<file path="src/rtl/pit_timer.sv">
module pit_timer #(
  parameter int DW    = 16,
  parameter int PRE_W = 4,
  parameter int AW    = 3
) (
  input  logic          clk,
  input  logic          rst_n,
  input  logic          rd_en,
  input  logic          wr_en,
  input  logic [AW-1:0] addr,
  input  logic [DW-1:0] wdata,
  output logic [DW-1:0] rdata,
  output logic          irq
);
  localparam int PSW = (1 << PRE_W) - 1;
  localparam logic [AW-1:0] A_CTL = AW'(0);
  localparam logic [AW-1:0] A_MOD = AW'(2);
  localparam logic [AW-1:0] A_CNT = AW'(4);

  logic             en, rld, flag, ie, ovw, halt, doze;
  logic [PRE_W-1:0] pre;
  logic [DW-1:0]    mod, cnt;
  logic             half;
  logic [PSW-1:0]   ps;

  logic wr_ctl, wr_mod, wr_cnt, cfg_same, ie_only, restart, ovw_load;
  logic base, ps_last, tick, expire;
  logic [PSW-1:0] ps_mask;
  logic [DW-1:0]  reload_val;
  logic unused_bits;

  assign wr_ctl   = wr_en && addr == A_CTL;
  assign wr_mod   = wr_en && addr == A_MOD;
  assign wr_cnt   = wr_en && addr == A_CNT;
  assign cfg_same = wdata[0] == en && wdata[1] == rld && wdata[4] == ovw &&
                    wdata[5] == halt && wdata[6] == doze && wdata[8 +: PRE_W] == pre;
  assign ie_only  = wr_ctl && cfg_same;
  assign restart  = wr_ctl && !cfg_same;
  assign ovw_load = wr_mod && ovw;

  assign ps_mask    = ~({PSW{1'b1}} << pre);
  assign base       = en && half;
  assign ps_last    = ps == ps_mask;
  assign tick       = base && ps_last;
  assign expire     = tick && cnt == '0 && !restart && !ovw_load;
  assign reload_val = rld ? mod : '1;
  assign irq        = flag && ie;
  assign unused_bits = ^{wdata[7], wdata[DW-1:8+PRE_W]};

  always_ff @(posedge clk) begin
    if (!rst_n) begin
      {en, rld, flag, ie, ovw, halt, doze} <= '0;
      pre  <= '0;
      mod  <= '0;
      cnt  <= '0;
      half <= 1'b0;
      ps   <= '0;
    end else begin
      if (wr_ctl) ie <= wdata[3];
      if (restart) begin
        en   <= wdata[0];
        rld  <= wdata[1];
        ovw  <= wdata[4];
        halt <= wdata[5];
        doze <= wdata[6];
        pre  <= wdata[8 +: PRE_W];
        half <= 1'b0;
        ps   <= '0;
        cnt  <= wdata[1] ? mod : '1;
      end else begin
        if (en) half <= ~half;
        if (base) ps <= ps_last ? '0 : ps + PSW'(1);
        if (ovw_load) cnt <= wdata;
        else if (tick) cnt <= (cnt == '0) ? reload_val : cnt - DW'(1);
      end
      if (wr_mod) mod <= wdata;
      flag <= expire || (flag && !(wr_ctl && wdata[2]));
    end
  end

  always_comb begin
    rdata = '0;
    if (rd_en) begin
      case (addr)
        A_CTL:   rdata = DW'({pre, 1'b0, doze, halt, ovw, ie, flag, rld, en});
        A_MOD:   rdata = mod;
        A_CNT:   rdata = cnt;
        default: rdata = '0;
      endcase
    end
  end

  AST_CNT_STEP: assert property (@(posedge clk) disable iff (!rst_n)
    (tick && cnt != '0 && !restart && !ovw_load) |=> cnt == $past(cnt) - DW'(1));
  AST_RELOAD_MOD: assert property (@(posedge clk) disable iff (!rst_n)
    (expire && rld && !wr_mod) |=> cnt == mod);
  AST_RELOAD_FREE: assert property (@(posedge clk) disable iff (!rst_n)
    (expire && !rld) |=> cnt == '1);
  AST_FLAG_STICKY: assert property (@(posedge clk) disable iff (!rst_n)
    (flag && !(wr_ctl && wdata[2])) |=> flag);
  AST_IE_ONLY_KEEP: assert property (@(posedge clk) disable iff (!rst_n)
    (ie_only && !tick) |=> $stable(cnt) && $stable(pre));
  AST_RESTART_LOAD: assert property (@(posedge clk) disable iff (!rst_n)
    (restart && wdata[1]) |=> cnt == mod);
  AST_OVW_LOAD: assert property (@(posedge clk) disable iff (!rst_n)
    ovw_load |=> cnt == $past(wdata));
  AST_CNT_RO: assert property (@(posedge clk) disable iff (!rst_n)
    (wr_cnt && !tick) |=> $stable(cnt));
  AST_EXPIRE_WINS: assert property (@(posedge clk) disable iff (!rst_n)
    expire |=> flag);
  AST_HOLD_OFF: assert property (@(posedge clk) disable iff (!rst_n)
    (!en && !wr_en) |=> $stable(cnt));
endmodule

</file>
<file path="config.mk">
export PLATFORM = sky130hd
export DESIGN_NAME = pit_timer
export DESIGN_NICKNAME = d
export VERILOG_FILES = /design/src/rtl/pit_timer.sv
export SDC_FILE = /design/constraint.sdc
export NUM_CORES = 1
export LEC_CHECK = 0
export ABC_AREA = 1
export BUFFER_PORTS_ARGS = -buffer_cell sky130_fd_sc_hd__buf_4
export CAP_MARGIN = 20
export CORE_UTILIZATION = 65
export DETAILED_ROUTE_END_ITERATION = 7
export MAX_ROUTING_LAYER = met4
export PLACE_DENSITY = 0.86
export SYNTH_ARGS = -nofsm -noshare
export SYNTH_HDL_FRONTEND = slang
export SYNTH_SLANG_ARGS = --single-unit
</file>
<file path="constraint.sdc">
create_clock -name clk -period 4.1 [get_ports clk]
set_input_delay 0.205 -clock clk [delete_from_list [all_inputs] [get_ports clk]]
set_output_delay 0.205 -clock clk [all_outputs]
set_load 0.02 [all_outputs]
</file>
# Word-level counts from Yosys, hierarchy flattened
# Cells that the tools add are included.
[classes]
addsub = 2
muxes = 9
n_reduce_logical = 26
n_bitwise = 3
n_shift = 1
n_eq_ne = 9
[ops]
columns = ["op", "count"]
rows = [
  ["$mux W16", 7],
  ["$pmux W16 S3", 1],
  ["$logic_and A1 B1 Y1", 17],
  ["$logic_not A16 Y1", 1],
  ["$sub A16 B1 Y16 const B", 1],
  ["$add A15 B1 Y15 const B", 1],
  ["$eq A15 B15 Y1", 1],
  ["$mux W15", 1],
  ["$not A15 Y15", 1],
  ["$shl A15 B4 Y15 const A", 1],
  ["$eq A1 B1 Y1", 5],
  ["$eq A4 B4 Y1", 1],
  ["$logic_not A1 Y1", 4],
  ["$eq A3 B2 Y1 const B", 1],
  ["$eq A3 B3 Y1 const B", 1],
  ["$logic_not A3 Y1", 1],
  ["$reduce_bool A3 Y1", 1],
  ["$not A1 Y1", 2],
  ["$reduce_or A2 Y1", 1],
  ["$logic_or A1 B1 Y1", 1],
]
[totals]
in_bits = 23
out_inout_bits = 17
wordCells = 62
register_bits = 59

# Depth between registers and ports, before layout
# Gate-level depths: netlist of run 1.
[depth]
depth_word = 12
ltp_mapped = 15
depth_no_buf = 15

# Least setup slack after synthesis of run 1
# Ideal clock, no wire load.
[synth_path]
kind = "reg2reg"
startpoint = "register cnt[0]"
endpoint = "register cnt[2]"
synth_period_minus_slack_ns = 1.617
path_buffers = 1
slack_ns = 2.483
stages_incl_launch_ff = 13
required_ns = 3.983
arrival_time_ns = 1.500
setup_ns = 0.117
cell_sequence = "dfxtp_1 > inv_1 > ha_1 > inv_1 > nor3_1 > nand3_2 > buf_2 > nor3_1 > o21bai_1 > nand2_1 > nand2_1 > nor2_1 > nor2_1"
[synth_between]
elab_chain_len = 5
elab_cells_between_ends = 6
classes_between = "add/sub: 1; mux: 4; reduce/logical: 1"
[synth_rtl]
columns = ["item", "line_no", "text"]
rows = [
  ["start: declaration", "22", "logic [DW-1:0] mod, cnt;"],
  ["start signal: assignment", "69", "cnt <= wdata[1] ? mod : '1;"],
  ["start signal: assignment", "73", "if (ovw_load) cnt <= wdata;"],
  ["start signal: assignment", "74", "else if (tick) cnt <= (cnt == '0) ? reload_val : cnt - DW'(1);"],
  ["$sub A16 B1 Y16 / $logic_not A16 Y1 (equally long branches)", "74", ""],
  ["$mux W16 * (2 in a row)", "74", ""],
  ["$mux W16 *", "73", ""],
  ["$mux W16 *", "60", "if (restart) begin"],
]
# Mark *: on every way between the ends. The rest lies on a longest branch, timed or not. The select of a mux whose other input is x is not followed.
# A chain may end at the register's enable or synchronous reset.

# Final worst setup path of run 1
[layout_path]
startpoint = "register rld"
endpoint = "register ps[2]"
[layout_between]
elab_chain_len = 9
[layout_rtl]
columns = ["item", "line_no", "text"]
rows = [
  ["start: declaration", "20", "logic en, rld, flag, ie, ovw, halt, doze;"],
  ["start signal: assignment", "62", "rld <= wdata[1];"],
  ["$eq A1 B1 Y1", "35", "assign cfg_same = wdata[0] == en && wdata[1] == rld && wdata[4] == ovw &&"],
  ["$logic_and A1 B1 Y1 (3 in a row)", "35", ""],
  ["$logic_and A1 B1 Y1 (2 in a row)", "36", "wdata[5] == halt && wdata[6] == doze && wdata[8 +: PRE_W] == pre;"],
  ["$logic_not A1 Y1", "38", "assign restart = wr_ctl && !cfg_same;"],
  ["$logic_and A1 B1 Y1", "38", ""],
  ["$reduce_or A2 Y1 (no line)", "n/a", ""],
  ["end signal: assignment", "72", "if (base) ps <= ps_last ? '0 : ps + PSW'(1);"],
  ["end: declaration", "24", "logic [PSW-1:0] ps;"],
]
# No other way between the ends.

==> impl_metrics.csv, run 1 <==
group,metric,value,unit
timing,report.final.slew_viol_count,0,
floorplan,rows,29,
setup_path,worst-endpoint-required,4.38,ns
global_routing,grt_first_pass_wirelength,19.4,mm
clock_tree,cts_buffers,9,
synthesis,post_synth_instance_area,0.00424,mm2
cells_and_area,syn2layout_area_growth,9.86,%
timing,final-hold-violation-count,0,
timing,rsz0062_at_grt,"false",
floorplan,top_level_ports,40,
floorplan,die_area,0.00685,mm2
synthesis,synth-main-ff-cell,"sky130_fd_sc_hd__dfxtp_1",
setup_path,crit_fanout,32,
cells_and_area,diodes,0,
timing,tightestPinTransition,0.726,ns
cells_and_area,fraction_of_layout_cells_with_a_size_suffix_above_1,11.7,%
timing,final.setup_skew,0.00892,ns
min_path,hold_end,"mod[12]",
floorplan,core_area,0.00631,mm2
synthesis,synth_cell_types,42,
floorplan,fp.dieW,82.7,um
power_and_ir_drop,maximum_vdd_drop,242,uV
clock_tree,clock-sinks,59,
setup_path,r2r-end,"ps[2]",
placement,portbufs,39,
clock_tree,worst_skew_pair.late_latency,0.36,ns
timing,setup_viol_count_final,0,
clock_tree,post-cts-setup-buffers,0,
min_path,hold_depth,3,
clock_tree,clock_tree.buffer_depth,2,
power_and_ir_drop,power_per_cell_area,324,mW/mm2
global_routing,gr_overflow_total,0,
timing,final.setup.tns,0,ns
setup_path,crit_arrival,2.97,ns
detailed_routing,routed-via-count,4612,
detailed_routing,post_detailed_routing_wire_length,12.6,mm
synthesis,yosysSeqAreaShare,27.9,%
timing,whs,0.0903,ns
synthesis,synthTopCellsByArea,"sky130_fd_sc_hd__dfxtp_1 28%, sky130_fd_sc_hd__nand2_1 17%, sky130_fd_sc_hd__nor2_1 8.6%",
timing,max_freq,371,MHz
clock_tree,clk_root_buffer_cell,"sky130_fd_sc_hd__clkbuf_8",
global_routing,grt_start_max_net_pins,42,
run,max_cap_viol_count,0,
synthesis,syn-mean-instance-area,6.04,um2
clock_tree,tritoncts,"yes",
setup_path,reg2reg_slack,1.41,ns
synthesis,gate_count_after_technology_mapping,702,
min_path,hp-class,"primary input to register",
global_routing,first_global_vias,3996,
timing,finalWorstPathRequiredPeriod,2.69,ns
timing,final_min_period_over_clock_period,65.7,%
synthesis,synth_fp_nets,728,
global_routing,grt_antenna_before_repair,0,
clock_tree,cts_resized,0,
min_path,min-delay-start,"wdata[12]",
cells_and_area,final_net_count,754,
synthesis,synth_most_common_cell,"sky130_fd_sc_hd__nand2_1",
setup_path,timing.critical_path.from_type,"register",
power_and_ir_drop,cellLeakagePower,0.00226,uW
placement,dpl_worst_slack,1.49,ns
detailed_routing,wl_per_cell,15.6,um
synthesis,synth.largest_area_cell,"sky130_fd_sc_hd__dfxtp_1",
status,outcome,"completed",
clock_tree,h-tree-depth,3,
detailed_routing,violation_count_after_the_first_detailed_route_iteration,478,
floorplan,floorplan.initialDensity,67.1,%
detailed_routing,detailedRoute.firstPassIterationCount,5,
detailed_routing,drt_drc_violations_left,0,
setup_path,r2r_cells,11,
clock_tree,clkSlewWorstSetupHoldPaths,0.07,ns
placement,final_weighted_congestion_in_routability_driven_placement,0.967,
synthesis,synth_top_cells_by_count,"196 x sky130_fd_sc_hd__nand2_1, 97 x sky130_fd_sc_hd__nor2_1, 85 x sky130_fd_sc_hd__inv_1",
setup_path,cp-end-kind,"register",
floorplan,die_y,82.7,um
clock_tree,cts-hold-fix-buffers,0,
detailed_routing,antenna_left,0,
synthesis,count_of_synthesis_stage_warnings_from_yosys,0,
placement,place.detailed.hpwl,9.20,mm
synthesis,ys_seq_elements,59,
power_and_ir_drop,p_total,1510,uW
timing,final_critical_path_setup_slack,1.41,ns
detailed_routing,routed_via_density,5.69,
synthesis,synth-edff-count,0,
setup_path,critical_path_class,"register to register",
synthesis,netlist.area_leader.share,27.9,%
global_routing,globalRouteTotalUtil,39.5,%
synthesis,async_reset_ff_share,0,%
setup_path,crit-reg2reg-launch,"rld",
timing,maxSlewHeadroom,51.4,%
-- where the power goes --
part | internal (uW) | switching [uW]
combinational | 121 | 238
sequential | 589 | 21.9
clock | 279 | 259
-- kinds of logic after synthesis --
logic type	count (synthesis)	share of synthesized area [%]
and+or+nand+nor	374	38.5
xor gates and xnor gates	24	5.14
buffers and inverters	122	12.4
AOI/OAI and AO/OA	120	15.1
adders and majority gates	3	0.886
DFF	59	27.9
-- worst max-delay path, cell delays in order (launching register included) --
cell	delay (ns)
sky130_fd_sc_hd__dfxtp_1	0.45
sky130_fd_sc_hd__inv_2	0.23
sky130_fd_sc_hd__nand2_1	0.07
sky130_fd_sc_hd__nand2_1	0.07
sky130_fd_sc_hd__nand2_1	0.05
sky130_fd_sc_hd__nor2_1	0.08
sky130_fd_sc_hd__nand3_1	0.09
sky130_fd_sc_hd__nand2_2	0.49
sky130_fd_sc_hd__inv_2	0.24
sky130_fd_sc_hd__nor2_2	0.22
sky130_fd_sc_hd__nand2_1	0.32
sky130_fd_sc_hd__nor3b_1	0.27
-- cell usage in the layout (no fill, tap or decap), types with 2 or more instances in the layout --
master,instances
sky130_fd_sc_hd__dfxtp_1,59
sky130_fd_sc_hd__buf_4,39
sky130_fd_sc_hd__nand2_4,2
sky130_fd_sc_hd__nor3_1,6
sky130_fd_sc_hd__clkbuf_1,2
sky130_fd_sc_hd__clkbuf_8,9
sky130_fd_sc_hd__inv_2,9
sky130_fd_sc_hd__xor2_1,18
sky130_fd_sc_hd__nand4_1,6
sky130_fd_sc_hd__nor2_4,4
sky130_fd_sc_hd__nor3b_1,2
sky130_fd_sc_hd__o21ai_0,52
sky130_fd_sc_hd__o21ai_1,19
sky130_fd_sc_hd__o22ai_1,6
sky130_fd_sc_hd__ha_1,3
sky130_fd_sc_hd__o221ai_1,3
sky130_fd_sc_hd__a21oi_2,2
sky130_fd_sc_hd__a21oi_1,33
sky130_fd_sc_hd__nor2_2,3
sky130_fd_sc_hd__clkinv_2,3
sky130_fd_sc_hd__nor2_1,97
sky130_fd_sc_hd__nand2_2,3
sky130_fd_sc_hd__clkinv_1,3
sky130_fd_sc_hd__nand3_2,3
sky130_fd_sc_hd__nand3b_1,3
sky130_fd_sc_hd__nand2_1,196
sky130_fd_sc_hd__nand3_1,45
sky130_fd_sc_hd__xnor2_1,5
sky130_fd_sc_hd__inv_1,85
-- layer usage --
layer | wire length (um) | vias to the layer above | GRT usage [%]
li1 | - | 2267 | -
met4 | 296 | 0 | 14.7
met5 | 0 | - | -
met3 | 1480 | 36 | 10.0
met2 | 5450 | 295 | 59.6
met1 | 5400 | 2014 | 50.6
-- state kept, by name (all words and copies together), names as in the netlist --
register and flops:
ovw 1, ps 15, ie 1, cnt 16, flag 1, mod 16, halt 1, rld 1
half 1, en 1, pre 4, doze 1
-- area by class of cell --
type | count | area [um2]
repair buffers | 39 | 293
clock inverters | 5 | 53.8
inverters | 98 | 370
flip-flops and latches | 59 | 1180
well taps | 77 | 96.3
multi-input cells | 521 | 2530
fillers | 525 | 1660
clock buffers | 11 | 131
-- worst max path at each step --
stage / startpoint / endpoint / slack (ns) / cells after the start
5_1_grt: rld / ps[2] / 1.15 / 11
3_3_place_gp: rld / ps[9] / 1.63 / 11
2_1_floorplan: cnt[0] / cnt[2] / 2.48 / 12
3_5_place_dp: pre[2] / ps[9] / 1.49 / 8
4_1_cts: pre[3] / ps[2] / 1.46 / 8
6_report: rld / ps[2] / 1.41 / 11
-- stage by stage --
stage	area, um2	instances	utilization [%]
5_1_grt	4660	810	73.7
3_3_place_gp	4470	794	70.8
6_report	4660	810	73.7
2_1_floorplan	4240	702	-
3_5_place_dp	4470	794	70.8
4_1_cts	4660	810	73.7
Power figures use the tool's default switching activity.
==> run 2: changes to the inputs <==
CORE_UTILIZATION = 60   (was 65)
PLACE_DENSITY = 0.81   (was 0.86)
clock period = 2.6 ns   (was 4.1 ns; I/O delays follow)
==> run 2 against run 1 <==
  * Final cell count up 3.6%
  * Setup slack worse by 1.0 ns
  * Register-to-register slack worse by 1.0 ns
  * Clock skew down 0.0013 ns
  * Total power up 76%
  * Highest routed layer unchanged
==> impl_metrics.csv, run 2 (synthesized netlist as in run 1, its figures left out) <==
group,metric,value,unit
placement,place.detailed.hpwl,9.22,mm
timing,tightestPinTransition,0.636,ns
power_and_ir_drop,seqPwrFrac,36.4,%
clock_tree,h-tree-depth,3,
timing,report.final.slew_viol_count,0,
global_routing,globalRouteTotalUtil,36.2,%
floorplan,die_y,86.0,um
timing,maxSlewHeadroom,57.5,%
power_and_ir_drop,p_sw_share,30.3,%
clock_tree,tritoncts,"yes",
floorplan,fp.dieW,86.0,um
detailed_routing,routed_via_density,5.57,
global_routing,grt_antenna_before_repair,0,
cells_and_area,fraction_of_layout_cells_with_a_size_suffix_above_1,13.2,%
global_routing,gr_overflow_total,0,
clock_tree,worst_skew_pair.late_latency,0.35,ns
power_and_ir_drop,maximum_vdd_drop,333,uV
cells_and_area,syn2layout_area_growth,14.0,%
setup_path,crit_path_top_delay_cell,"sky130_fd_sc_hd__dfxtp_1",
floorplan,die_area,0.00740,mm2
clock_tree,clock_tree.buffer_depth,2,
timing,final.setup.tns,0,ns
cells_and_area,final_net_count,764,
global_routing,use_met2,54.6,%
run,max_cap_viol_count,0,
global_routing,grt_start_max_net_pins,42,
power_and_ir_drop,cellLeakagePower,0.00235,uW
timing,setup_viol_count_final,0,
clock_tree,cts_buffers,9,
power_and_ir_drop,p_total,2650,uW
placement,portbufs,39,
power_and_ir_drop,power_report.internal_total,1840,uW
detailed_routing,wl_per_cell,15.1,um
cells_and_area,layout_commonest_cell,"sky130_fd_sc_hd__nand2_1",
detailed_routing,antenna_left,0,
floorplan,top_level_ports,40,
clock_tree,cts-hold-fix-buffers,0,
setup_path,worst_path_largest_cell_delay,0.69,ns
timing,final-hold-violation-count,0,
placement,final_weighted_congestion_in_routability_driven_placement,0.948,
setup_path,cp-end-kind,"register",
clock_tree,post-cts-setup-buffers,0,
setup_path,critical_path_class,"register to register",
detailed_routing,post_detailed_routing_wire_length,12.6,mm
detailed_routing,detailedRoute.firstPassIterationCount,6,
global_routing,gr-max-usage-layer,"met2",
clock_tree,clk_root_buffer_cell,"sky130_fd_sc_hd__clkbuf_8",
cells_and_area,final-seq-area,0.00118,mm2
power_and_ir_drop,p_switching,801,uW
floorplan,floorplan.initialDensity,62.4,%
timing,finalWorstPathRequiredPeriod,2.24,ns
global_routing,first_global_vias,4173,
timing,final_min_period_over_clock_period,86.1,%
power_and_ir_drop,comb_power_share,22.1,%
global_routing,groute.layer.met1.usage,48.9,%
cells_and_area,diodes,0,
status,outcome,"completed",
floorplan,core_area,0.00679,mm2
power_and_ir_drop,power_per_cell_area,548,mW/mm2
cells_and_area,layout.filler_cells,621,
cells_and_area,most-common-layout-cells,"196 x sky130_fd_sc_hd__nand2_1, 97 x sky130_fd_sc_hd__nor2_1, 85 x sky130_fd_sc_hd__inv_1",
clock_tree,cts_resized,0,
floorplan,rows,30,
detailed_routing,routed-via-count,4672,
clock_tree,clock-sinks,59,
cells_and_area,reg_top3,"cnt (16), mod (16), ps (15)",
power_and_ir_drop,power_frac_clock,41.5,%
setup_path,worstPathCellList,"xor2_1 -> nor2_1 -> nand3_1 -> nand2_2 -> inv_2 -> nor2_2 -> nand2_1 -> nor3b_1",
detailed_routing,drt_drc_violations_left,0,
setup_path,crit_arrival,2.50,ns
setup_path,crit_fanout,15,
global_routing,grt_use_met3,5.77,%
setup_path,worst-endpoint-required,2.86,ns
timing,final.setup_skew,0.00758,ns
setup_path,timing.critical_path.from_type,"register",
clock_tree,clkSlewWorstSetupHoldPaths,0.07,ns
timing,max_freq,447,MHz
global_routing,grt_first_pass_wirelength,20.0,mm
min_path,hp-class,"primary input to register",
timing,rsz0062_at_grt,"false",
cells_and_area,multi_input_comb_area,0.00253,mm2
detailed_routing,violation_count_after_the_first_detailed_route_iteration,514,
## run 2: cell count changes in the layout (fill, tap and decap cells not counted)
cell,change
sky130_fd_sc_hd__clkinv_2,-2
sky130_fd_sc_hd__clkinv_4,-1
sky130_fd_sc_hd__clkbuf_1,-2
sky130_fd_sc_hd__bufinv_16,+2
sky130_fd_sc_hd__buf_4,+10
sky130_fd_sc_hd__clkbuf_8,+3
## run 2: path summary, 6_finish.rpt
kind	from	to	slack, ns	cells past startpoint
setup / recovery	pre[3]	ps[9]	0.36	8
hold / removal	wdata[12]	mod[12]	0.02	3
setup reg to reg	pre[3]	ps[9]	0.36	8
hold reg to reg	half	half	0.50	2
## run 2: layout make-up
| cell class | instances | share of cell area [%] |
|---|---|---|
| clock buffers | 12 | 3.42 |
| clock inverters | 4 | 1.97 |
| inverters | 98 | 7.67 |
| multi-input cells | 521 | 52.4 |
| flip-flops and latches | 59 | 24.5 |
| well taps | 96 | 2.49 |
| repair buffers | 49 | 7.62 |
## run 2: routing by layer
| layer | share of wire, % | up-vias |
|---|---|---|
| li1 | - | 2294 |
| met1 | 46 | 2129 |
| met2 | 44 | 213 |
| met3 | 7.4 | 36 |
| met4 | 3.1 | 0 |
| met5 | 0 | - |
## run 2: worst max-delay path, delay by kind of cell, from the launching register on
family	cells	cell delay (ns)
xor gates and xnor gates	1	0.13
buffers and inverters	1	0.07
DFF	1	0.69
and+or+nand+nor	6	1.27
## run 2: power groups by stage
stage / sequential, uW / clock, uW / combinational, uW
floorplan: 968 / 0 / 430
CTS: 963 / 1090 / 572
global route: 966 / 1140 / 649
detailed placement: 982 / 0 / 566
global placement: 982 / 0 / 555
finish: 964 / 1100 / 585
## run 2: through the flow
step / cell area [um2] / instances / hold WS (ns) / worst slack, ns / util [%]
after floorplan: 4240 / 702 / 0.265 / 0.983 / -
after global placement: 4570 / 823 / 0.369 / 0.358 / 67.3
after detailed placement: 4570 / 823 / 0.374 / 0.357 / 67.3
after CTS: 4830 / 839 / 0.0228 / 0.380 / 71.1
after global routing: 4830 / 839 / 0.0409 / 0.146 / 71.1
final: 4830 / 839 / 0.0194 / 0.361 / 71.1
==> run 3: changes to the inputs <==
clock period = 2.1 ns   (was 2.6 ns; I/O delays follow)
==> run 3 against run 2 <==
  * Total power up 19%
  * Flip-flop and latch count unchanged
  * Hold slack got worse by 0.0047 ns
  * Die area is the same
  * Count of clock-buffer cells in the layout unchanged
  * Non-clock buffer count increased by 17
  * Register-to-register slack got worse by 0.14 ns
  * First-iteration DRC count down 12%
  * Critical path type unchanged
  * Critical endpoint is now ps[14]
==> impl_metrics.csv, run 3 (synthesized netlist as in run 1, its figures left out) <==
group,metric,value,unit
status,outcome,"completed",
placement,place.detailed.hpwl,9.24,mm
detailed_routing,dr_wl_met2,5.58,mm
floorplan,core_area,0.00679,mm2
min_path,hp-class,"primary input to register",
cells_and_area,reg_top3,"cnt (16), mod (16), ps (15)",
detailed_routing,route.top_layer_used,"met4",
run,max_cap_viol_count,0,
global_routing,grt_antenna_before_repair,0,
timing,tightestPinTransition,0.586,ns
detailed_routing,routed-via-count,4671,
setup_path,cp-end-kind,"register",
detailed_routing,wl_per_cell,14.7,um
clock_tree,clock_tree.buffer_depth,2,
detailed_routing,antenna_left,0,
power_and_ir_drop,power_per_cell_area,634,mW/mm2
setup_path,critical_path_class,"register to register",
cells_and_area,fraction_of_layout_cells_with_a_size_suffix_above_1,15.5,%
floorplan,rows,30,
setup_path,worst_path_largest_cell_delay,0.41,ns
setup_path,r2r-end,"ps[14]",
cells_and_area,syn2layout_area_growth,17.3,%
detailed_routing,violation_count_after_the_first_detailed_route_iteration,450,
clock_tree,tritoncts,"yes",
detailed_routing,wl_met1,5.74,mm
clock_tree,clk_root_buffer_cell,"sky130_fd_sc_hd__clkbuf_8",
min_path,hold_depth,3,
min_path,min-delay-start,"wdata[3]",
cells_and_area,layout.filler_cells,588,
cells_and_area,most-common-layout-cells,"196 x sky130_fd_sc_hd__nand2_1, 97 x sky130_fd_sc_hd__nor2_1, 85 x sky130_fd_sc_hd__inv_1",
floorplan,die_y,86.0,um
placement,dp_cells,837,
power_and_ir_drop,p_switching,996,uW
setup_path,crit_arrival,2.12,ns
cells_and_area,diodes,0,
power_and_ir_drop,maximum_vdd_drop,476,uV
global_routing,grt_first_pass_wirelength,20.0,mm
timing,max_freq,532,MHz
setup_path,reg2reg_slack,0.22,ns
global_routing,grt_start_max_net_pins,42,
power_and_ir_drop,p_total,3150,uW
timing,whs,0.0147,ns
global_routing,globalRouteTotalUtil,36.1,%
power_and_ir_drop,power_report.internal_total,2150,uW
clock_tree,h-tree-depth,3,
setup_path,crit-reg2reg-launch,"ps[0]",
timing,setup_viol_count_final,0,
floorplan,die_area,0.00740,mm2
global_routing,gr_overflow_total,0,
timing,rsz0062_at_grt,"false",
floorplan,fp.dieW,86.0,um
detailed_routing,drt_drc_violations_left,0,
setup_path,timing.critical_path.from_type,"register",
clock_tree,clkSlewWorstSetupHoldPaths,0.07,ns
placement,portbufs,39,
power_and_ir_drop,seqPwrFrac,37.7,%
floorplan,floorplan.initialDensity,62.4,%
cells_and_area,final_util,73.1,%
min_path,hold_end,"mod[3]",
timing,finalWorstPathRequiredPeriod,1.88,ns
floorplan,top_level_ports,40,
cells_and_area,final_net_count,782,
setup_path,r2r_cells,10,
detailed_routing,post_detailed_routing_wire_length,12.6,mm
power_and_ir_drop,p_sw_share,31.6,%
clock_tree,clock-sinks,59,
timing,final.setup_skew,0.00923,ns
timing,maxSlewHeadroom,60.9,%
power_and_ir_drop,cellLeakagePower,0.00242,uW
setup_path,worst-endpoint-required,2.34,ns
power_and_ir_drop,power_frac_clock,38.3,%
timing,final-hold-violation-count,0,
clock_tree,cts_buffers,9,
timing,report.final.slew_viol_count,0,
timing,final_min_period_over_clock_period,89.5,%
setup_path,crit_path_top_delay_cell,"sky130_fd_sc_hd__dfxtp_1",
cells_and_area,layout_commonest_cell,"sky130_fd_sc_hd__nand2_1",
detailed_routing,dr_wl_met3,1.06,mm
global_routing,first_global_vias,4133,
timing,final.setup.tns,0,ns
placement,final_weighted_congestion_in_routability_driven_placement,0.973,
setup_path,worstPathCellList,"ha_1 -> nand2_1 -> nor2_1 -> nand2_1 -> nor2_1 -> nand4_1 -> nor3_1 -> nand3_1 -> xor2_1 -> nor2_1",
setup_path,crit_fanout,5,
power_and_ir_drop,comb_power_share,24.0,%
clock_tree,worst_skew_pair.late_latency,0.35,ns
detailed_routing,routed_via_density,5.45,
setup_path,path_common_cell,"sky130_fd_sc_hd__nor2_1",
detailed_routing,detailedRoute.firstPassIterationCount,5,
cells_and_area,stdcell_count,857,
-- run 3: changes by cell type in the layout (fill, tap and decap cells not counted), sizes merged --
cell	before	now
buf	49	65
bufinv	3	2
clkinvlp	0	1
dlygate4sd3	0	1
nand2	201	202
-- run 3: worst max path at each step --
stage,start,to,slack [ns],cells after the start
final,ps[0],ps[14],0.22,10
after CTS,pre[1],cnt[3],0.05,12
after floorplan,cnt[0],cnt[2],0.48,12
after global routing,cnt[0],cnt[2],0.02,12
after global placement,pre[1],cnt[10],0.16,10
after detailed placement,pre[1],cnt[10],0.07,12
-- run 3: layout make-up --
cell class | count | area, um2 | share of cell area, %
clock buffer | 12 | 155 | 3.12
inverter | 98 | 370 | 7.45
sequential | 59 | 1190 | 23.9
clock inverter | 4 | 72.6 | 1.46
tap | 96 | 120 | 2.42
multi-input combinational | 522 | 2550 | 51.4
timing repair buffer | 66 | 510 | 10.3
-- run 3: critical path, delay by kind of cell, from the launching register on --
family	cells	cell delay [ns]
adders and majority gates	1	0.21
xor gates and xnor gates	1	0.16
and+or+nand+nor	8	1.01
DFF	1	0.41
-- run 3: layer usage --
metal / global-route usage [%] / vias up
met5: - / -
met4: 12.6 / 0
met3: 3.46 / 27
met2: 55.2 / 229
met1: 49.6 / 2091
li1: - / 2324
-- run 3: repair_timing --
| action | in CTS | in global routing |
|---|---|---|
| setup buffers | 0 | 2 |
| resized for setup | 0 | 6 |
| endpoints found under the setup margin | 0 | 16 |
| hold buffers | 1 | 0 |
| hold endpoints to repair | 1 | 0 |
-- run 3: power groups by stage --
stage,logic (uW),clock network (uW),registers (uW)
finish,756,1200,1190
global route,849,1260,1190
CTS,735,1210,1190
detailed placement,729,0,1210
global placement,715,0,1210
floorplan,532,0,1200
-- run 3: stage by stage --
stage | cell area (um2) | worst slack (ns)
floorplan | 4240 | 0.483
global placement | 4670 | 0.156
detailed placement | 4670 | 0.0744
CTS | 4910 | 0.0463
global route | 4970 | 0.0220
finish | 4970 | 0.220
